==> src/rtl/vsp_pkg.sv <==
package vsp_pkg;

  localparam int N_IN = 4;

  typedef enum logic [1:0] {
    VC_CLEAN  = 2'd0,
    VC_SINGLE = 2'd1,
    VC_SPARE  = 2'd2,
    VC_FAIL   = 2'd3
  } vote_case_e;

  // population count of an agreement mask
  function automatic logic [2:0] agree_count(input logic [N_IN-1:0] m);
    logic [2:0] c;
    c = '0;
    for (int i = 0; i < N_IN; i++) c = c + {2'b00, m[i]};
    return c;
  endfunction

endpackage

==> src/rtl/vsp_pair_eq.sv <==
module vsp_pair_eq #(
  parameter int WIDTH = 16,
  parameter int N_IN  = 4
) (
  input  logic [N_IN-1:0][WIDTH-1:0] words,
  output logic [N_IN-1:0][N_IN-1:0]  eq
);

  for (genvar gi = 0; gi < N_IN; gi++) begin : g_row
    for (genvar gj = 0; gj < N_IN; gj++) begin : g_col
      assign eq[gi][gj] = (words[gi] == words[gj]);
    end
  end

endmodule

==> src/rtl/vsp_decide.sv <==
module vsp_decide
  import vsp_pkg::*;
#(
  parameter int WIDTH     = 16,
  parameter int AGREE_MIN = 2
) (
  input  logic [N_IN-1:0][WIDTH-1:0] words,
  input  logic [N_IN-1:0][N_IN-1:0]  eq,
  output logic [WIDTH-1:0]           vote,
  output logic [2:0]                 err,
  output vote_case_e                 vcase
);

  localparam logic [2:0] AMIN = 3'(AGREE_MIN);

  logic [1:0]      src;
  logic [N_IN-1:0] agree_mask;
  logic [2:0]      agree_cnt;
  vote_case_e      raw_case;

  // pick the source primary and the raw case from pairwise equality
  always_comb begin
    src      = 2'd0;
    raw_case = VC_CLEAN;
    if (eq[0][1] && eq[0][2]) begin
      src = 2'd0; raw_case = VC_CLEAN;
    end else if (eq[0][1] || eq[0][2]) begin
      src = 2'd0; raw_case = VC_SINGLE;
    end else if (eq[1][2]) begin
      src = 2'd1; raw_case = VC_SINGLE;
    end else if (eq[0][3]) begin
      src = 2'd0; raw_case = VC_SPARE;
    end else if (eq[1][3]) begin
      src = 2'd1; raw_case = VC_SPARE;
    end else if (eq[2][3]) begin
      src = 2'd2; raw_case = VC_SPARE;
    end else begin
      raw_case = VC_FAIL;
    end
  end

  assign agree_mask = eq[src];
  assign agree_cnt  = agree_count(agree_mask);

  // congruency gate, then result formation
  always_comb begin
    vcase = raw_case;
    if (raw_case != VC_FAIL && agree_cnt < AMIN) vcase = VC_FAIL;
    if (vcase == VC_FAIL) begin
      vote = '0;
      err  = 3'b111;
    end else begin
      vote = words[src];
      err  = ~agree_mask[2:0];
    end
  end

endmodule

==> src/rtl/vsp_voter.sv <==
module vsp_voter
  import vsp_pkg::*;
#(
  parameter int WIDTH     = 16,
  parameter int AGREE_MIN = 2
) (
  input  logic             clk,
  input  logic             rst_n,
  input  logic             in_valid,
  input  logic [WIDTH-1:0] x1,
  input  logic [WIDTH-1:0] x2,
  input  logic [WIDTH-1:0] x3,
  input  logic [WIDTH-1:0] x4,
  output logic             valid_q,
  output logic [WIDTH-1:0] vote_q,
  output logic [2:0]       err_q,
  output logic             corr_q,
  output logic             spare_q,
  output logic             fatal_q
);

  logic [N_IN-1:0][WIDTH-1:0] words;
  logic [N_IN-1:0][N_IN-1:0]  eq;
  logic [WIDTH-1:0]           vote_d;
  logic [2:0]                 err_d;
  vote_case_e                 case_d;

  assign words = {x4, x3, x2, x1};

  vsp_pair_eq #(.WIDTH(WIDTH), .N_IN(N_IN)) u_eq (
    .words (words),
    .eq    (eq)
  );

  vsp_decide #(.WIDTH(WIDTH), .AGREE_MIN(AGREE_MIN)) u_decide (
    .words (words),
    .eq    (eq),
    .vote  (vote_d),
    .err   (err_d),
    .vcase (case_d)
  );

  always_ff @(posedge clk or negedge rst_n) begin
    if (!rst_n) begin
      valid_q <= 1'b0;
      vote_q  <= '0;
      err_q   <= '0;
      corr_q  <= 1'b0;
      spare_q <= 1'b0;
      fatal_q <= 1'b0;
    end else begin
      valid_q <= in_valid;
      if (in_valid) begin
        vote_q  <= vote_d;
        err_q   <= err_d;
        corr_q  <= (case_d == VC_SINGLE);
        spare_q <= (case_d == VC_SPARE);
        fatal_q <= (case_d == VC_FAIL);
      end
    end
  end

  AST_FLAGS_EXCLUSIVE: assert property (@(posedge clk) disable iff (!rst_n)
    $onehot0({corr_q, spare_q, fatal_q}));
  AST_SINGLE_ONEHOT: assert property (@(posedge clk) disable iff (!rst_n)
    (valid_q && corr_q) |-> ($countones(err_q) == 1));
  AST_SPARE_TWO_MARKED: assert property (@(posedge clk) disable iff (!rst_n)
    (valid_q && spare_q) |-> ($countones(err_q) == 2));
  AST_FATAL_RESULT: assert property (@(posedge clk) disable iff (!rst_n)
    (valid_q && fatal_q) |-> (err_q == 3'b111 && vote_q == '0));
  AST_CLEAN_NO_MARK: assert property (@(posedge clk) disable iff (!rst_n)
    (valid_q && !corr_q && !spare_q && !fatal_q) |-> (err_q == 3'b000));
  AST_VALID_LATENCY: assert property (@(posedge clk) disable iff (!rst_n)
    in_valid |=> valid_q);
  AST_IDLE_HOLD: assert property (@(posedge clk) disable iff (!rst_n)
    !in_valid |=> (!valid_q && $stable(vote_q) && $stable(err_q)));

endmodule

==> config.mk <==
export PLATFORM = sky130hd
export DESIGN_NAME = vsp_voter
export DESIGN_NICKNAME = d
export VERILOG_FILES = /design/src/rtl/vsp_pkg.sv /design/src/rtl/vsp_pair_eq.sv /design/src/rtl/vsp_decide.sv /design/src/rtl/vsp_voter.sv
export SDC_FILE = /design/constraint.sdc
export NUM_CORES = 1
export LEC_CHECK = 0
export BUFFER_PORTS_ARGS = -buffer_cell sky130_fd_sc_hd__buf_2
export CAP_MARGIN = 10
export CORE_MARGIN = 10
export CORE_UTILIZATION = 55
export DETAILED_ROUTE_END_ITERATION = 16
export HOLD_SLACK_MARGIN = 0.06
export PLACE_DENSITY = 0.87
export SETUP_SLACK_MARGIN = 0.1
export SLEW_MARGIN = 5
export SYNTH_ARGS = -nofsm -noshare
export SYNTH_HDL_FRONTEND = slang
export SYNTH_SLANG_ARGS = --single-unit
==> constraint.sdc <==
create_clock -name clk -period 0.99 [get_ports clk]
set_input_delay 0.1485 -clock clk [delete_from_list [all_inputs] [get_ports clk]]
set_output_delay 0.1485 -clock clk [all_outputs]
set_load 0.005 [all_outputs]
Yosys cells after proc, flatten, opt, wreduce, memory -nomap -nowiden
Index checks and enable logic that the tools add are counted.
{"block": "classes", "n_eq_ne": 16, "reduce_logical": 3, "magnitude_cmp": 2, "addsub": 3, "n_mux": 19, "n_bitwise": 1}
{"op": "$eq A16 B16 Y1", "count": 12}
{"op": "$bmux W16 S2", "count": 1}
{"op": "$mux W16", "count": 2}
{"op": "$mux W2", "count": 12}
{"op": "$bmux W4 S2", "count": 1}
{"op": "$add A3 B1 Y3", "count": 2}
{"op": "$eq A2 B2 Y1 const B", "count": 2}
{"op": "$mux W4", "count": 1}
{"op": "$lt A2 B3 Y1 const B", "count": 1}
{"op": "$lt A3 B2 Y1 const B", "count": 1}
{"op": "$mux W3", "count": 1}
{"op": "$not A3 Y3", "count": 1}
{"op": "$add A1 B1 Y2", "count": 1}
{"op": "$eq A2 B1 Y1 const B", "count": 1}
{"op": "$logic_and A1 B1 Y1", "count": 2}
{"op": "$ne A2 B2 Y1 const B", "count": 1}
{"op": "$logic_or A1 B1 Y1", "count": 1}
{"op": "$mux W1", "count": 1}
{"block": "totals", "output_inout_bits": 23, "regBits": 23}

Depth between registers and ports, before layout
{"block": "logic_depth", "depth_word": 17, "mapped_depth": 17, "ltp_nobuf": 13}

Modules after synthesis
Synthesis repeated with hierarchy kept, for this count alone.
{"block": "hier_totals", "cells_unflattened": 279, "area_unflattened_um2": 2748.9}
{"module": "vsp_pair_eq", "area_per_inst_um2": 1144.8, "n_inst": 1, "cells_per_inst": 137}
{"module": "vsp_voter", "area_per_inst_um2": 930.9, "n_inst": 1, "cells_per_inst": 54}
{"module": "vsp_decide", "area_per_inst_um2": 673.1, "n_inst": 1, "cells_per_inst": 88}

Least setup slack after synthesis
OpenSTA, ideal clock, no wires.
{"block": "synth_timing", "path_kind": "input port to flip-flop", "startpoint": "in x2[0]", "endpoint": "reg vote_q[10]", "setup_time_ps": 127, "arrival_ps": 3186, "stages": 17, "path_slack_ps": -2322, "required_time_ps": 863, "path_buffers": 4, "path_cell_list": "xor2_1 nor4_1 and4_1 a21oi_1 or2_2 buf_2 buf_2 nand2_1 ha_1 ha_1 or2_2 or3_1 o21ai_2 or2_1 buf_6 buf_8 o31ai_1"}
{"block": "synth_via", "elab_chain_cells": 16, "word_cells_on_any_way": 31, "classes_between": "add/sub (3); order compare (1); eq/ne (8); mux (16); reduce/logical (3)"}
{"element": "start, declared", "line_no": "vsp_voter.sv:11", "text": "input logic [WIDTH-1:0] x2,"}
{"element": "$eq A16 B16 Y1", "line_no": "vsp_pair_eq.sv:11", "text": "assign eq[gi][gj] = (words[gi] == words[gj]);"}
{"element": "$mux W2", "line_no": "vsp_decide.sv:33", "text": "end else if (eq[1][3]) begin"}
{"element": "$mux W2", "line_no": "vsp_decide.sv:31", "text": "end else if (eq[0][3]) begin"}
{"element": "$mux W2", "line_no": "vsp_decide.sv:29", "text": "end else if (eq[1][2]) begin"}
{"element": "$mux W2", "line_no": "vsp_decide.sv:27", "text": "end else if (eq[0][1] || eq[0][2]) begin"}
{"element": "$mux W2", "line_no": "vsp_decide.sv:25", "text": "if (eq[0][1] && eq[0][2]) begin"}
{"element": "$bmux W4 S2", "line_no": "vsp_decide.sv:42", "text": "assign agree_mask = eq[src];"}
{"element": "$mux W4 (not written as such)", "line_no": "vsp_decide.sv:42"}
{"element": "$add A1 B1 Y2", "line_no": "vsp_pkg.sv:16", "text": "for (int i = 0; i < N_IN; i++) c = c + {2'b00, m[i]};"}
{"element": "$add A3 B1 Y3 (2 in series)", "line_no": "vsp_pkg.sv:16"}
{"element": "$lt A3 B2 Y1", "line_no": "vsp_decide.sv:48", "text": "if (raw_case != VC_FAIL && agree_cnt < AMIN) vcase = VC_FAIL;"}
{"element": "$logic_and A1 B1 Y1", "line_no": "vsp_decide.sv:48"}
{"element": "$mux W2", "line_no": "vsp_decide.sv:48"}
{"element": "$eq A2 B2 Y1", "line_no": "vsp_decide.sv:49", "text": "if (vcase == VC_FAIL) begin"}
{"element": "$mux W16 *", "line_no": "vsp_decide.sv:49"}
{"element": "end signal, assigned", "line_no": "vsp_voter.sv:54", "text": "vote_q <= vote_d;"}
{"element": "end, declared", "line_no": "vsp_voter.sv:15", "text": "output logic [WIDTH-1:0] vote_q,"}
Every way passes the cells marked *; elsewhere a longest branch is shown, timed or not. The select of a mux whose other input is x is not followed.
A chain may end at the register's enable or synchronous reset.

Final worst setup path
{"block": "layout_timing", "startpoint": "in x2[2]", "endpoint": "reg vote_q[15]"}
Same word-level chain as after synthesis.

==> metrics.sh <==
FAILED_CHECKS='negative setup slack'
WIRE_LENGTH_OF_THE_FIRST_GLOBAL_ROUTING_PASS_UM=17200
POWER.STATIC_LEAKAGE_nW=1.97
ROUTE.ANTENNA.REMAINING_NETS=0
POSTSYNTHNETCOUNT=351
WL_PER_CELL_UM=35.3
CTS_NUM_SINKS=23
DP_HPWL_UM=7720
CLKLATENCYLATEPIN_PS=290
WORSTMARGINPINSLEW_PS=699
RSZ0062_AT_GRT='yes'
BOUNDARYPINS=90
FINAL_CORE_UTIL_PCT=95.0
MOSTFREQUENTLAYOUTCELL='buf_2'
TIMING.HOLD.WORST_PATH_DEPTH=3
GP_CONGESTION=1.00
GRT_OVERFLOW=0
VIAS_PER_STD_CELL=7.81
FINALSETUPVIOLCOUNT=34
GR-MAX-USAGE-LAYER='met2'
CRITICAL_PATH_CELL_WITH_THE_HIGHEST_STAGE_DELAY='nor4_2'
SYNTH_TOP_CELL_AREA_SHARE_PCT=23.0
SYNTH.AREA.TOP_CELLS='dfrtp_1, xor2_1, xnor2_1, nor4_2, a211oi_1'
PEAKVDDDROP_V=0.000556
DRIVE_GT1_SHARE_PCT=54.6
YS_SEQ_AREA_SHARE_PCT=23.0
MOST-COMMON-LAYOUT-CELLS='buf_2, buf_4, xor2_1'
SLEW_VIOL_FINAL=0
POWER_DENS_CELLS_nW_PER_UM2=716
SYNTH_WARNINGS=0
CLOCKROOTBUFFER='clkbuf_8'
FIN_WORST_SKEW_PS=0
CTS_TREE='done'
TIMING.CRITICAL_PATH.MAX_DELAY_FAMILY='simple AND/OR/NAND/NOR gates'
ROUTED_WIRELENGTH_UM=17700
LAYOUTNONFILLERINSTCOUNT=502
DIE_H_UM=87.5
REMAINING_DRC_ERRORS=0
SYNTHESIS_STAGE_REGISTER_BIT_COUNT=23
SYN-CELL-AREA_UM2=2510
PLACEMENTROWS=24
DR_TOTAL_VIAS=3921
STARTPOINT_TYPE='primary input'
INITIAL_UTILIZATION_PCT=57.2
CRITPATHMAXSTAGEDELAY_PS=640
RUN_STATUS='complete, but fails checks'
NUMCTSBUFFERS=3
WORSTPATHMAXFANOUT=6
SYNTHDISTINCTLIBCELLS=35
CLK_PATH_BUF_DEPTH=2
R2R_CELLS=4
SYNTHESIS.AREA_PER_INSTANCE_UM2=8.89
MAXIMUM_NUMBER_OF_PINS_ON_ONE_NET_BEFORE_GLOBAL_ROUTE_REPAIR=24
WORSTPATHARRIVAL_PS=3690
REQUIRED_PS=1170
WORST_R2R_ENDPOINT='vote_q[4]$_DFFE_PN0P_'
WORST_SLACK_PS=-2510
NETLIST.TOP_CELL.BY_AREA='dfrtp_1'
HOLD_END='vote_q[4]$_DFFE_PN0P_'
SYN_TO_FINAL_GROWTH_PCT=66.1
CRIT_PATH_CELL_TRACE='buf_2, xor2_1, nor4_2, nand4_1, and3_4, a21oi_4, ha_4, ha_4, or3_1, o311a_1, o21ai_2, or2_4, buf_6, o32ai_2'
PERIOD_NEEDED_PS=3500
REG2REG_FROM='vote_q[4]$_DFFE_PN0P_'
CORE_REGION_AREA_UM2=4380
SETUP.WORST_PATH.END_CLASS='register'
NUMBER_OF_VIOLATIONS_REPORTED_AT_THE_END_OF_DETAILED_ROUTING_ITERATION_0=866
MAX_CLOCK_FREQ_MHz=285
NETLIST_INSTANCES=282
HOLD_VIOL_FINAL=0
FIN_TNS_SETUP_PS=-54260
CTS.REPORTEDPATHS.CLKPINSLEW_PS=110
CTS-HTREE-LEVELS=1
VIA_COUNT_OF_THE_FIRST_GLOBAL_ROUTING_PASS=3249
CP_NUM_BUF_INV=2
POST_ROUTE_FRACTION_OF_THE_PERIOD_CONSUMED_BY_THE_CRITICAL_PATH_PCT=354
TIMING.HOLD.WORST.START='x2[4]'
DESIGN.FINAL.NETS=519
GRT_USE_MET3_PCT=6.09
PATH_CLASS='primary input to register'
STARTPOINT='x2[2]'
TIMING.SLEW.HEADROOM_PCT=53.0
R2R_SETUP_SLACK_PS=50
DIE_X_UM=87.5
GRTUSAGEMET2_PCT=46.4
DESIGN_POWER_TOTAL_mW=2.98
HOLD_CLASS='primary input to register'
DRT_PASS1_ITERATIONS=12
USE_MET1_PCT=35.3
CPMOSTUSEDCELL='ha_4'
GRT_ANTENNA_BEFORE_REPAIR=1
DPL.CELL_COUNT=471
PLACE.PORT_BUFFERS=89
GRTUSAGETOTAL_PCT=28.5
MAX_CAPACITANCE_VIOLATION_COUNT=0
FP.DIEAREA_UM2=7660
[where the power goes]
| part | internal, mW | switching [mW] |
|---|---|---|
| clock network | 0.284 | 0.413 |
| registers | 0.941 | 0.000683 |
| logic | 0.525 | 0.819 |
| total | 1.75 | 1.23 |
[flip-flops by register name, indices dropped and copies added, names as in the netlist]
| signal | count |
|---|---|
| corr_q | 1 |
| fatal_q | 1 |
| valid_q | 1 |
| spare_q | 1 |
| err_q | 3 |
| vote_q | 16 |
[timing repair]
item	in CTS	in global routing
pin swaps	19	21
setup endpoints to repair	45	45
cloned	1	0
endpoints found under the hold margin	23	0
gates resized for setup	48	40
hold buffers	1	0
setup buffers	11	13
[worst register-to-register path, stage by stage (launching register included)]
cell,delay (ps)
dfrtp_1,420
buf_4,150
buf_4,130
nand2b_1,80
o31ai_2,60
[per-stage QoR]
step,setup slack (ps),area [µm²],hold WS (ps)
3_5_place_dp,-2280,3460,160
5_1_grt,-2440,4170,273
4_1_cts,-1790,3820,243
3_3_place_gp,-2190,3460,145
2_1_floorplan,-2170,2580,-147
6_report,-2510,4170,261
[logic make-up after synthesis]
logic type	after synthesis	synth area share [%]
AND/OR/NAND/NOR	98	24.9
XOR/XNOR	96	33.5
AO/OA/AOI/OAI	44	13.7
flip-flops	23	23.0
buffers and inverters	19	3.94
adder cells (fa/ha/maj)	2	0.998
[synth_stat cells (all sizes together)]
cell type   n
nor3        1
buf         9
nand2b     11
nor4       19
a211oi     16
nand4      12
o32ai       6
nor2       24
o31ai      11
ha          2
nand2       6
o211ai      1
o21ai       3
inv         7
o311a       1
xnor2      32
or2         3
and3       17
a21oi       5
o22ai       1
clkbuf      3
and4        3
dfrtp      23
xor2       64
or3         2
[metal layers]
metal	up-vias	wire [µm]	part of all wire [%]
met3	266	3150	18
met2	594	7160	40
met4	2	2210	12
met1	1712	5190	29
li1	1347	-	-
met5	-	12	0.068
[layout make-up]
cell class / count / area [µm²]
Clock inverter: 1 / 5.00
Multi-Input combinational cell: 240 / 2250
Fill cell: 119 / 219
Tap cell: 52 / 65.1
Timing Repair Buffer: 175 / 1200
Inverter: 7 / 26.3
Clock buffer: 3 / 41.3
Antenna cell: 1 / 2.50
Sequential cell: 23 / 576
[worst max-delay path by stage]
stage	endpoint	slack (ps)	cells past startpoint
after floorplan	vote_q[10]$_DFFE_PN0P_	-2170	17
after global placement	vote_q[4]$_DFFE_PN0P_	-2190	15
after detailed placement	vote_q[11]$_DFFE_PN0P_	-2280	15
after CTS	vote_q[15]$_DFFE_PN0P_	-1790	15
after global routing	vote_q[1]$_DFFE_PN0P_	-2440	16
final	vote_q[15]$_DFFE_PN0P_	-2510	14
No activity file was read; power rests on OpenSTA's default activity.
